`src/rtl/cmp_match_flag.sv`:
```
module cmp_match_flag #(
  parameter int W = 8
) (
  input  logic         clk,
  input  logic         rst_n,
  input  logic         tick,
  input  logic [W-1:0] count,
  input  logic         cmp_wr,
  input  logic [W-1:0] cmp_wdata,
  output logic [W-1:0] cmp_rdata,
  input  logic         flag_wr,
  input  logic         flag_wdata,
  input  logic         cmp_ie,
  input  logic         glob_ie,
  input  logic         irq_ack,
  output logic         match,
  output logic         flag,
  output logic         irq
);

  logic [W-1:0] cmp_q;
  logic         hist_q;
  logic         set_c;
  logic         clr_c;

  assign match     = (count == cmp_q);
  assign cmp_rdata = cmp_q;
  assign set_c     = tick && match && !hist_q;
  assign clr_c     = irq_ack || (flag_wr && flag_wdata);
  assign irq       = flag && cmp_ie && glob_ie;

  always_ff @(posedge clk or negedge rst_n) begin
    if (!rst_n)      cmp_q <= '0;
    else if (cmp_wr) cmp_q <= cmp_wdata;
  end

  always_ff @(posedge clk or negedge rst_n) begin
    if (!rst_n)    hist_q <= 1'b0;
    else if (tick) hist_q <= match;
  end

  // set has priority over any clear
  always_ff @(posedge clk or negedge rst_n) begin
    if (!rst_n)     flag <= 1'b0;
    else if (set_c) flag <= 1'b1;
    else if (clr_c) flag <= 1'b0;
  end

  assert_cmp_load_R9: assert property (@(posedge clk) disable iff (!rst_n)
    cmp_wr |=> cmp_rdata == $past(cmp_wdata));

  assert_set_on_tick_R2: assert property (@(posedge clk) disable iff (!rst_n)
    (tick && match && !hist_q) |=> flag);

  assert_no_tick_hold_R3: assert property (@(posedge clk) disable iff (!rst_n)
    (!tick && !irq_ack && !flag_wr) |=> $stable(flag));

  assert_ack_clear_R5: assert property (@(posedge clk) disable iff (!rst_n)
    (irq_ack && !(tick && match && !hist_q)) |=> !flag);

  assert_write_zero_R6: assert property (@(posedge clk) disable iff (!rst_n)
    (flag_wr && !flag_wdata && !irq_ack && !tick) |=> $stable(flag));

  assert_set_wins_R7: assert property (@(posedge clk) disable iff (!rst_n)
    (tick && match && !hist_q && (irq_ack || flag_wr)) |=> flag);

  assert_irq_gate_R4: assert property (@(posedge clk) disable iff (!rst_n)
    irq |-> (flag && cmp_ie && glob_ie));

endmodule

```
`config.mk`:
```
export PLATFORM = sky130hd
export DESIGN_NAME = cmp_match_flag
export DESIGN_NICKNAME = d
export VERILOG_FILES = /design/src/rtl/cmp_match_flag.sv
export SDC_FILE = /design/constraint.sdc
export NUM_CORES = 1
export LEC_CHECK = 0
export BUFFER_PORTS_ARGS = -buffer_cell sky130_fd_sc_hd__buf_4
export CAP_MARGIN = 30
export CORE_AREA = 2 2 39 41
export CTS_CLUSTER_DIAMETER = 120
export CTS_CLUSTER_SIZE = 10
export DETAILED_ROUTE_END_ITERATION = 8
export DIE_AREA = 0 0 41 43
export PLACE_DENSITY = 0.73
export REMOVE_ABC_BUFFERS = 1
export SLEW_MARGIN = 20
export SYNTH_ARGS = -nofsm -noshare
export SYNTH_HDL_FRONTEND = slang
export SYNTH_SLANG_ARGS = --single-unit
```
`constraint.sdc`:
```
create_clock -name clk -period 2.8 [get_ports clk]
set_clock_uncertainty 0.2 [all_clocks]
set_input_delay 0.56 -clock clk [delete_from_list [all_inputs] [get_ports clk]]
set_output_delay 0.56 -clock clk [all_outputs]
set_load 0.1 [all_outputs]
```
==> qor.csv, run 1 <==
metric,value,unit
run_status,"finished, final reports clean",
ys_ff_latch,10,
cp-start-kind,flip-flop,
hp-class,flip-flop to flip-flop,
die_area,0.00176,mm2
drt_iter0_drc,3,
drtAntennaViolNets,0,
groute.usage.overall,0.136,
pin_count,36,
vias,421,
cts_sinks,10,
clkTransAtPathRegs,0.07,ns
clock_latency,0.26,ns
yosys.area.top_type,dfrtp_1,
ys_seq_area_frac,0.521,
cts_tree,yes,
worstSetupEndpoint,match,
r2r_end,flag,
grt_pass1_wl,1620,um
synth.distinct_cells,12,
antenna_cells,0,
postCtsResizedCells,0,
reg2reg_slack,1.39,ns
netlist_top_cells_area,"dfrtp_1 52%, mux2_2 19%, xnor2_1 15%",
fin_crit_sh,0.809,
crit_arrival,1.50,ns
hold_slack,0.276,ns
ir_drop,0.000370,V
setup_tns,0,ns
rows,14,
antenna_found_initial,0,
final_cell_mix,"35 x buf_4, 10 x dfrtp_1, 8 x xnor2_1, 8 x mux2_2, 3 x clkbuf_4",
synth.top_cell.area_share,0.521,
yosys_warnings,0,
fmax,0.442,GHz
syn2layout_area_growth,67.4,%
cts_hold_buf,1,
final_cells,92,
root_buffer,clkbuf_4,
initial_core_util,0.347,
layout_commonest_cell,buf_4,
first_global_vias,405,
n_fill_cell,119,
synthesis.area_per_instance,13.0,um2
relSlewSlack,0.814,
place_area,758,um2
r2r_cells,3,
dr.pass1.iters,3,
final_cell_area,805,um2
cts_max_level,1,
multi_input_area,221,um2
die_h,43,um
place.gp.congestion,0.673,
clock_path_buffers,2,
worstSetupStartpoint,cmp_rdata[4],
rsz0062_at_grt,false,
power_leakage,0.391,nW
postCtsSetupBuffers,0,
wl,1020,um
endpoint_kind,output port,
via_per_inst,4.58,
fp.dieW,41,um
powerDensity,580,mW/mm2
drcViolationCount,0,
tightest_slew,0.282,ns
overflow,0,
dp_cells,87,
coreArea,0.00138,mm2
place_hpwl,833,um
grt_start_max_net_pins,11,
critPathKind,flip-flop to output port,
netlist_instances,37,
worstPathMaxFanout,3,
synth.cell_area,480,um2
drive_above_1_share,0.632,
worstPathRequired,2.04,ns
min_period,2.26,ns
post_drt_wl_per_cell,11.1,um
cts_buffers,3,
final_max_slew_viol_count,0,
port_buffers,35,
max-cap-violations,0,
setup_viol,0,
ff_latch_area,250,um2
hold_viol_final,0,
r2r-start,cmp_rdata[4],
nets,102,
==> final cells by class <==
cell class              count  area share
flip-flops and latches     10       0.311
inverters                   1     0.00467
repair buffers             36       0.339
clock buffers               4      0.0451
multi-input cells          25       0.275
well taps                  16      0.0249
==> worst min path at each step <==
stage / depth (start not counted) / slack, ns / startpoint / to
floorplan: 0 / 0.06 / rst_n / cmp_rdata[0]
global placement: 1 / 0.20 / rst_n / cmp_rdata[7]
detailed placement: 1 / 0.20 / rst_n / cmp_rdata[7]
CTS: 1 / 0.28 / hist_q / flag
global route: 1 / 0.30 / hist_q / flag
finish: 1 / 0.28 / hist_q / flag
==> report_power, final <==
part	leakage (nW)	internal [W]	switching (W)
Sequential	0.121	0.000156	0.0000109
Combinational	0.249	0.0000593	0.000114
Clock	0.0210	0.0000788	0.0000467
==> registers in the layout, summed over array words and instances, names as in the netlist <==
signal and count:
cmp_rdata 8, hist_q 1, flag 1
==> cells by family after synthesis <==
logic type,Yosys count,synth area share
compound gates,2,0.0495
mux,8,0.188
simple gates,7,0.0781
xor+xnor,8,0.146
flops,10,0.521
buf+inv,2,0.0182
==> Yosys cell counts <==
cell	count
o41ai_2	1
buf_2	1
mux2_2	8
xnor2_1	8
nand3b_1	1
dfrtp_1	10
nand4_1	2
nor2_1	1
o31ai_1	1
and3_1	1
inv_1	1
nand2_1	2
==> routing by layer <==
metal	GRT usage	up-vias	part of all wire
met5	0	-	0
li1	-	206	-
met2	0.216	18	0.54
met1	0.158	197	0.40
met4	0.0800	0	0
met3	0.0314	0	0.063
==> worst max-delay path, stage by stage, from the launching register on <==
cell and delay [ns]:
dfrtp_1 0.40, xnor2_1 0.19, nand4_1 0.20, nor2_1 0.15, buf_4 0.30
==> through the flow <==
stage	power, W	setup WS [ns]	utilization
after floorplan	0.000287	-0.542	-
after global placement	0.000343	0.542	0.548
after detailed placement	0.000344	0.541	0.548
after CTS	0.000474	0.502	0.581
after global routing	0.000490	0.429	0.581
final	0.000466	0.536	0.581
Note: power is estimated with default switching activity, not from simulation.
==> run 2, diff against run 1 <==
CORE_AREA = not set   (was 2 2 39 41)
CORE_UTILIZATION = 33   (was not set)
DIE_AREA = not set   (was 0 0 41 43)
PLACE_DENSITY = 0.71   (was 0.73)
clock period = 1.9 ns   (was 2.8 ns; I/O delays follow)
==> run 2 against run 1 <==
Effect of this change:
- the run now ends with negative setup slack left
- total power grew 44%
- flip-flop and latch count is the same
- setup slack lost 0.55 ns
==> qor.csv, run 2 (synthesis gave the netlist of run 1 again) <==
metric,value,unit,change
run_status,"finished, violations left",,"was finished, final reports clean"
violations,negative setup slack,,
grt_start_max_net_pins,11,,unchanged
rows,13,,was 14
reg2reg_slack,0.40,ns,was 1.39 ns
die_area,0.00161,mm2,was 0.00176 mm2
clock_latency,0.26,ns,about the same
setup_viol,1,,was 0
drt_iter0_drc,4,,was 3
place.gp.congestion,0.621,,was 0.673
via_per_inst,4.51,,was 4.58
die_h,40.2,um,was 43 um
wl,1220,um,was 1020 um
critPathKind,flip-flop to output port,,unchanged
setup_tns,-0.0117,ns,was 0 ns
post_drt_wl_per_cell,12.3,um,was 11.1 um
cts_max_level,1,,unchanged
crit_arrival,1.33,ns,was 1.50 ns
fin_crit_sh,1.01,,
max-cap-violations,0,,unchanged
p_total,0.000672,W,was 0.000466 W
root_buffer,clkbuf_4,,unchanged
clkTransAtPathRegs,0.06,ns,was 0.07 ns
pin_count,36,,unchanged
syn2layout_area_growth,81.5,%,was 67.4%
rsz0062_at_grt,true,,was false
largest_register_ff_count,8,,unchanged
nets,111,,was 102
initial_core_util,0.360,,was 0.347
fp.dieW,40.2,um,was 41 um
clock_path_buffers,2,,unchanged
n_fill_cell,111,,was 119
vias,446,,was 421
tightest_slew,0.279,ns,was 0.282 ns
first_global_vias,434,,was 405
final_cell_mix,"43 x buf_4, 10 x dfrtp_1, 8 x xnor2_1, 8 x mux2_2, 3 x clkbuf_4",,"was 35 x buf_4, 10 x dfrtp_1, 8 x xnor2_1, 8 x mux2_2, 3 x clkbuf_4"
grt_pass1_wl,1680,um,was 1620 um
port_buffers,35,,unchanged
drcViolationCount,0,,unchanged
power_leakage,0.428,nW,was 0.391 nW
cts_sinks,10,,unchanged
drive_above_1_share,0.679,,was 0.632
powerDensity,770,mW/mm2,was 580 mW/mm2
place_area,772,um2,was 758 um2
worstPathMaxFanout,2,,was 3
layout_commonest_cell,buf_4,,unchanged
dp_cells,88,,was 87
fmax,0.523,GHz,
final_cell_area,872,um2,was 805 um2
final_max_slew_viol_count,0,,unchanged
relSlewSlack,0.816,,was 0.814
ir_drop,0.000416,V,was 0.000370 V
cts_tree,yes,,unchanged
antenna_found_initial,0,,unchanged
coreArea,0.00133,mm2,was 0.00138 mm2
groute.usage.overall,0.169,,was 0.136
endpoint_kind,output port,,unchanged
dr.pass1.iters,2,,was 3
antenna_cells,0,,unchanged
hp-class,input pin to flip-flop,,was flip-flop to flip-flop
drtAntennaViolNets,0,,unchanged
final_cells,99,,was 92
hold_viol_final,0,,unchanged
fin_ws,-0.0117,ns,was 0.536 ns
cts_buffers,3,,unchanged
cp-start-kind,flip-flop,,unchanged
min_period,1.91,ns,
finish.utilization,0.654,,was 0.581
worstPathRequired,1.32,ns,was 2.04 ns
overflow,0,,unchanged
[run 2: changes by cell type in the layout (fill, tap and decap cells not counted), sizes merged]
cell,change
clkbuf,-1
buf,+9
[run 2: final timing paths]
kind	startpoint	to	cells after the start
worst max register to register	cmp_rdata[7]	hist_q	5
worst min-delay path	cmp_wdata[1]	cmp_rdata[1]	2
worst max-delay path	cmp_rdata[1]	match	4
min in group asynchronous	rst_n	cmp_rdata[7]	2
worst min register to register	hist_q	flag	1
max in group asynchronous	rst_n	flag	2
[run 2: timing repair]
action / in CTS / in global routing
setup endpoints to repair: 1 / 1
buffers inserted: 7 / 0
hold endpoints to repair: 10 / 0
hold buffers: 1 / 0
pin swaps: 7 / 3
gates resized for setup: 1 / 3
[run 2: area by class of cell]
| type | instances | area (um2) | area share |
|---|---|---|---|
| repair buffers | 45 | 353 | 0.405 |
| flip-flops and latches | 10 | 250 | 0.287 |
| multi-input cells | 25 | 224 | 0.257 |
| clock buffers | 3 | 22.5 | 0.0258 |
| well taps | 15 | 18.8 | 0.0215 |
| inverters | 1 | 3.75 | 0.00430 |
[run 2: stage by stage]
step | hold slack (ns) | setup slack (ns)
floorplan | -0.116 | -1.26
global placement | 0.0164 | 0.111
detailed placement | 0.0180 | 0.109
CTS | 0.143 | -0.0395
global route | 0.143 | -0.110
finish | 0.150 | -0.0117
[run 2: critical path, cell delays in order, from the launching register on]
cell and delay (ns):
dfrtp_1 0.39, xnor2_1 0.17, nand4_1 0.15, nor2_2 0.17, buf_12 0.19
[run 2: metal layers]
metal	wire length [um]	track usage
met5	0	0
met4	0	0.0776
met3	94	0.0556
met2	645	0.294
met1	481	0.182
[run 2: where the power goes]
part	switching, W	internal, W
Sequential	0.0000127	0.000231
Clock	0.0000675	0.0000730
Combinational	0.000179	0.000109
Total	0.000259	0.000412
==> run 3, diff against run 2 <==
ABC_AREA = 0   (was not set)
CAP_MARGIN = 20   (was 30)
PLACE_DENSITY = not set   (was 0.71)
PLACE_DENSITY_LB_ADDON = 0.08   (was not set)
==> run 3 against run 2 <==
Effect of this change:
- the flow still finishes with violations (negative setup slack)
- critical path depth did not move
- die area did not move
- sequential share of layout area fell by 0.082 points
- combinational power fell by 2%
- via count rose by 0.67%
- critical endpoint unchanged
- largest cell class unchanged
==> qor.csv, run 3 (synthesis gave the netlist of run 1 again) <==
metric,value,unit,change
root_buffer,clkbuf_4,,unchanged
critPathKind,flip-flop to output port,,unchanged
die_h,40.2,um,unchanged
hold_end,cmp_rdata[1],,unchanged
cts_tree,yes,,unchanged
worstPathRequired,1.32,ns,about the same
fp.dieW,40.2,um,unchanged
rows,13,,unchanged
clock_latency,0.26,ns,about the same
worstHoldStart,cmp_wdata[1],,unchanged
worstPathMaxFanout,3,,was 2
wl,1140,um,was 1220 um
place_hpwl,816,um,
die_area,0.00161,mm2,unchanged
cts_buffers,3,,unchanged
layout_commonest_cell,buf_4,,unchanged
crit_arrival,1.40,ns,was 1.33 ns
tightest_slew,0.280,ns,was 0.279 ns
final_cells,97,,was 99
clkTransAtPathRegs,0.07,ns,was 0.06 ns
largest_register_ff_count,8,,unchanged
hp-class,input pin to flip-flop,,unchanged
coreArea,0.00133,mm2,unchanged
post_drt_wl_per_cell,11.7,um,was 12.3 um
dr.pass1.iters,2,,unchanged
grt_pass1_wl,1480,um,was 1680 um
drive_above_1_share,0.695,,was 0.679
pin_count,36,,unchanged
powerDensity,823,mW/mm2,was 770 mW/mm2
ir_drop,0.000498,V,was 0.000416 V
fin_ws,-0.0786,ns,was -0.0117 ns
final_cell_mix,"40 x buf_4, 10 x dfrtp_1, 8 x mux2_2, 5 x xnor2_1",,"was 43 x buf_4, 10 x dfrtp_1, 8 x xnor2_1, 8 x mux2_2, 3 x clkbuf_4"
violations,negative setup slack,,unchanged
overflow,0,,unchanged
port_buffers,35,,unchanged
relSlewSlack,0.815,,was 0.816
syn2layout_area_growth,82.0,%,was 81.5%
first_global_vias,368,,was 434
antenna_found_initial,0,,unchanged
groute.usage.overall,0.148,,was 0.169
vias,449,,was 446
grt_start_max_net_pins,11,,unchanged
max-cap-violations,0,,unchanged
n_fill_cell,118,,was 111
min_path_cells,2,,unchanged
drcViolationCount,0,,unchanged
min_period,1.98,ns,was 1.91 ns
slowest_delay,0.41,ns,was 0.39 ns
cts_max_level,1,,unchanged
rsz0062_at_grt,true,,unchanged
drt_iter0_drc,2,,was 4
run_status,"finished, violations left",,unchanged
hold_slack,0.145,ns,was 0.150 ns
endpoint_kind,output port,,unchanged
reg2reg_slack,0.33,ns,was 0.40 ns
fin_crit_sh,1.04,,was 1.01
setup_tns,-0.0786,ns,was -0.0117 ns
power_leakage,0.436,nW,was 0.428 nW
dp_cells,87,,was 88
crit_family,flip-flops,,unchanged
clock_path_buffers,2,,unchanged
crit_buf_inv,1,,unchanged
r2r_end,flag,,was hist_q
setup_viol,1,,unchanged
drtAntennaViolNets,0,,unchanged
nets,108,,was 111
via_per_inst,4.63,,was 4.51
fmax,0.505,GHz,was 0.523 GHz
cp-start-kind,flip-flop,,unchanged
place.gp.congestion,0.722,,was 0.621
cts_sinks,10,,unchanged
r2r_cells,5,,unchanged
r2r-start,cmp_rdata[1],,was cmp_rdata[7]
final_max_slew_viol_count,0,,unchanged
initial_core_util,0.360,,unchanged
hold_viol_final,0,,unchanged
path_cells,xnor2_1 > nand4_1 > nor2_1 > buf_6,,was xnor2_1 > nand4_1 > nor2_2 > buf_12
antenna_cells,0,,unchanged
crit_path_top_delay_cell,dfrtp_1,,unchanged
==> run 3: worst max path at each step <==
stage               slack [ns]  endpoint          from  cells past startpoint
finish                   -0.08     match  cmp_rdata[1]                      4
global route             -0.16     match  cmp_rdata[7]                      4
CTS                      -0.12     match  cmp_rdata[5]                      4
detailed placement        0.07     match      count[5]                      5
global placement          0.08     match      count[5]                      5
floorplan                -1.26     match  cmp_rdata[4]                      3
==> run 3: repair_timing <==
action	in CTS	in global routing
pin swaps	4	5
hold buffers	1	0
endpoints found under the setup margin	1	1
endpoints found under the hold margin	10	0
setup buffers	1	4
resized for setup	1	3
==> run 3: power by group <==
part / switching [W] / internal [W] / leakage [nW]
clock: 0.0000740 / 0.000116 / 0.0210
sequential: 0.0000178 / 0.000230 / 0.121
combinational: 0.000175 / 0.000106 / 0.293
total: 0.000267 / 0.000453 / 0.436
==> run 3: area by class of cell <==
| class | instances | area (um2) | area share |
|---|---|---|---|
| Timing Repair Buffer | 42 | 322 | 0.368 |
| Tap cell | 15 | 18.8 | 0.0215 |
| Clock buffer | 4 | 36.3 | 0.0415 |
| Sequential cell | 10 | 250 | 0.286 |
| Multi-Input combinational cell | 25 | 244 | 0.279 |
| Inverter | 1 | 3.75 | 0.00429 |
==> run 3: routing by layer <==
| layer | wire [um] | up-vias | global-route usage |
|---|---|---|---|
| li1 | - | 221 | - |
| met1 | 435 | 207 | 0.151 |
| met2 | 596 | 21 | 0.258 |
| met3 | 104 | 0 | 0.0389 |
| met4 | 0 | 0 | 0.103 |
| met5 | 0 | - | 0 |
==> run 3: per-stage QoR <==
stage,utilization,power [W],instance area [um2],worst slack (ns)
2_1_floorplan,-,0.000424,475,-1.26
5_1_grt,0.656,0.000752,875,-0.163
4_1_cts,0.616,0.000712,822,-0.116
3_5_place_dp,0.573,0.000509,764,0.0679
3_3_place_gp,0.573,0.000507,764,0.0798
6_report,0.656,0.000720,875,-0.0786
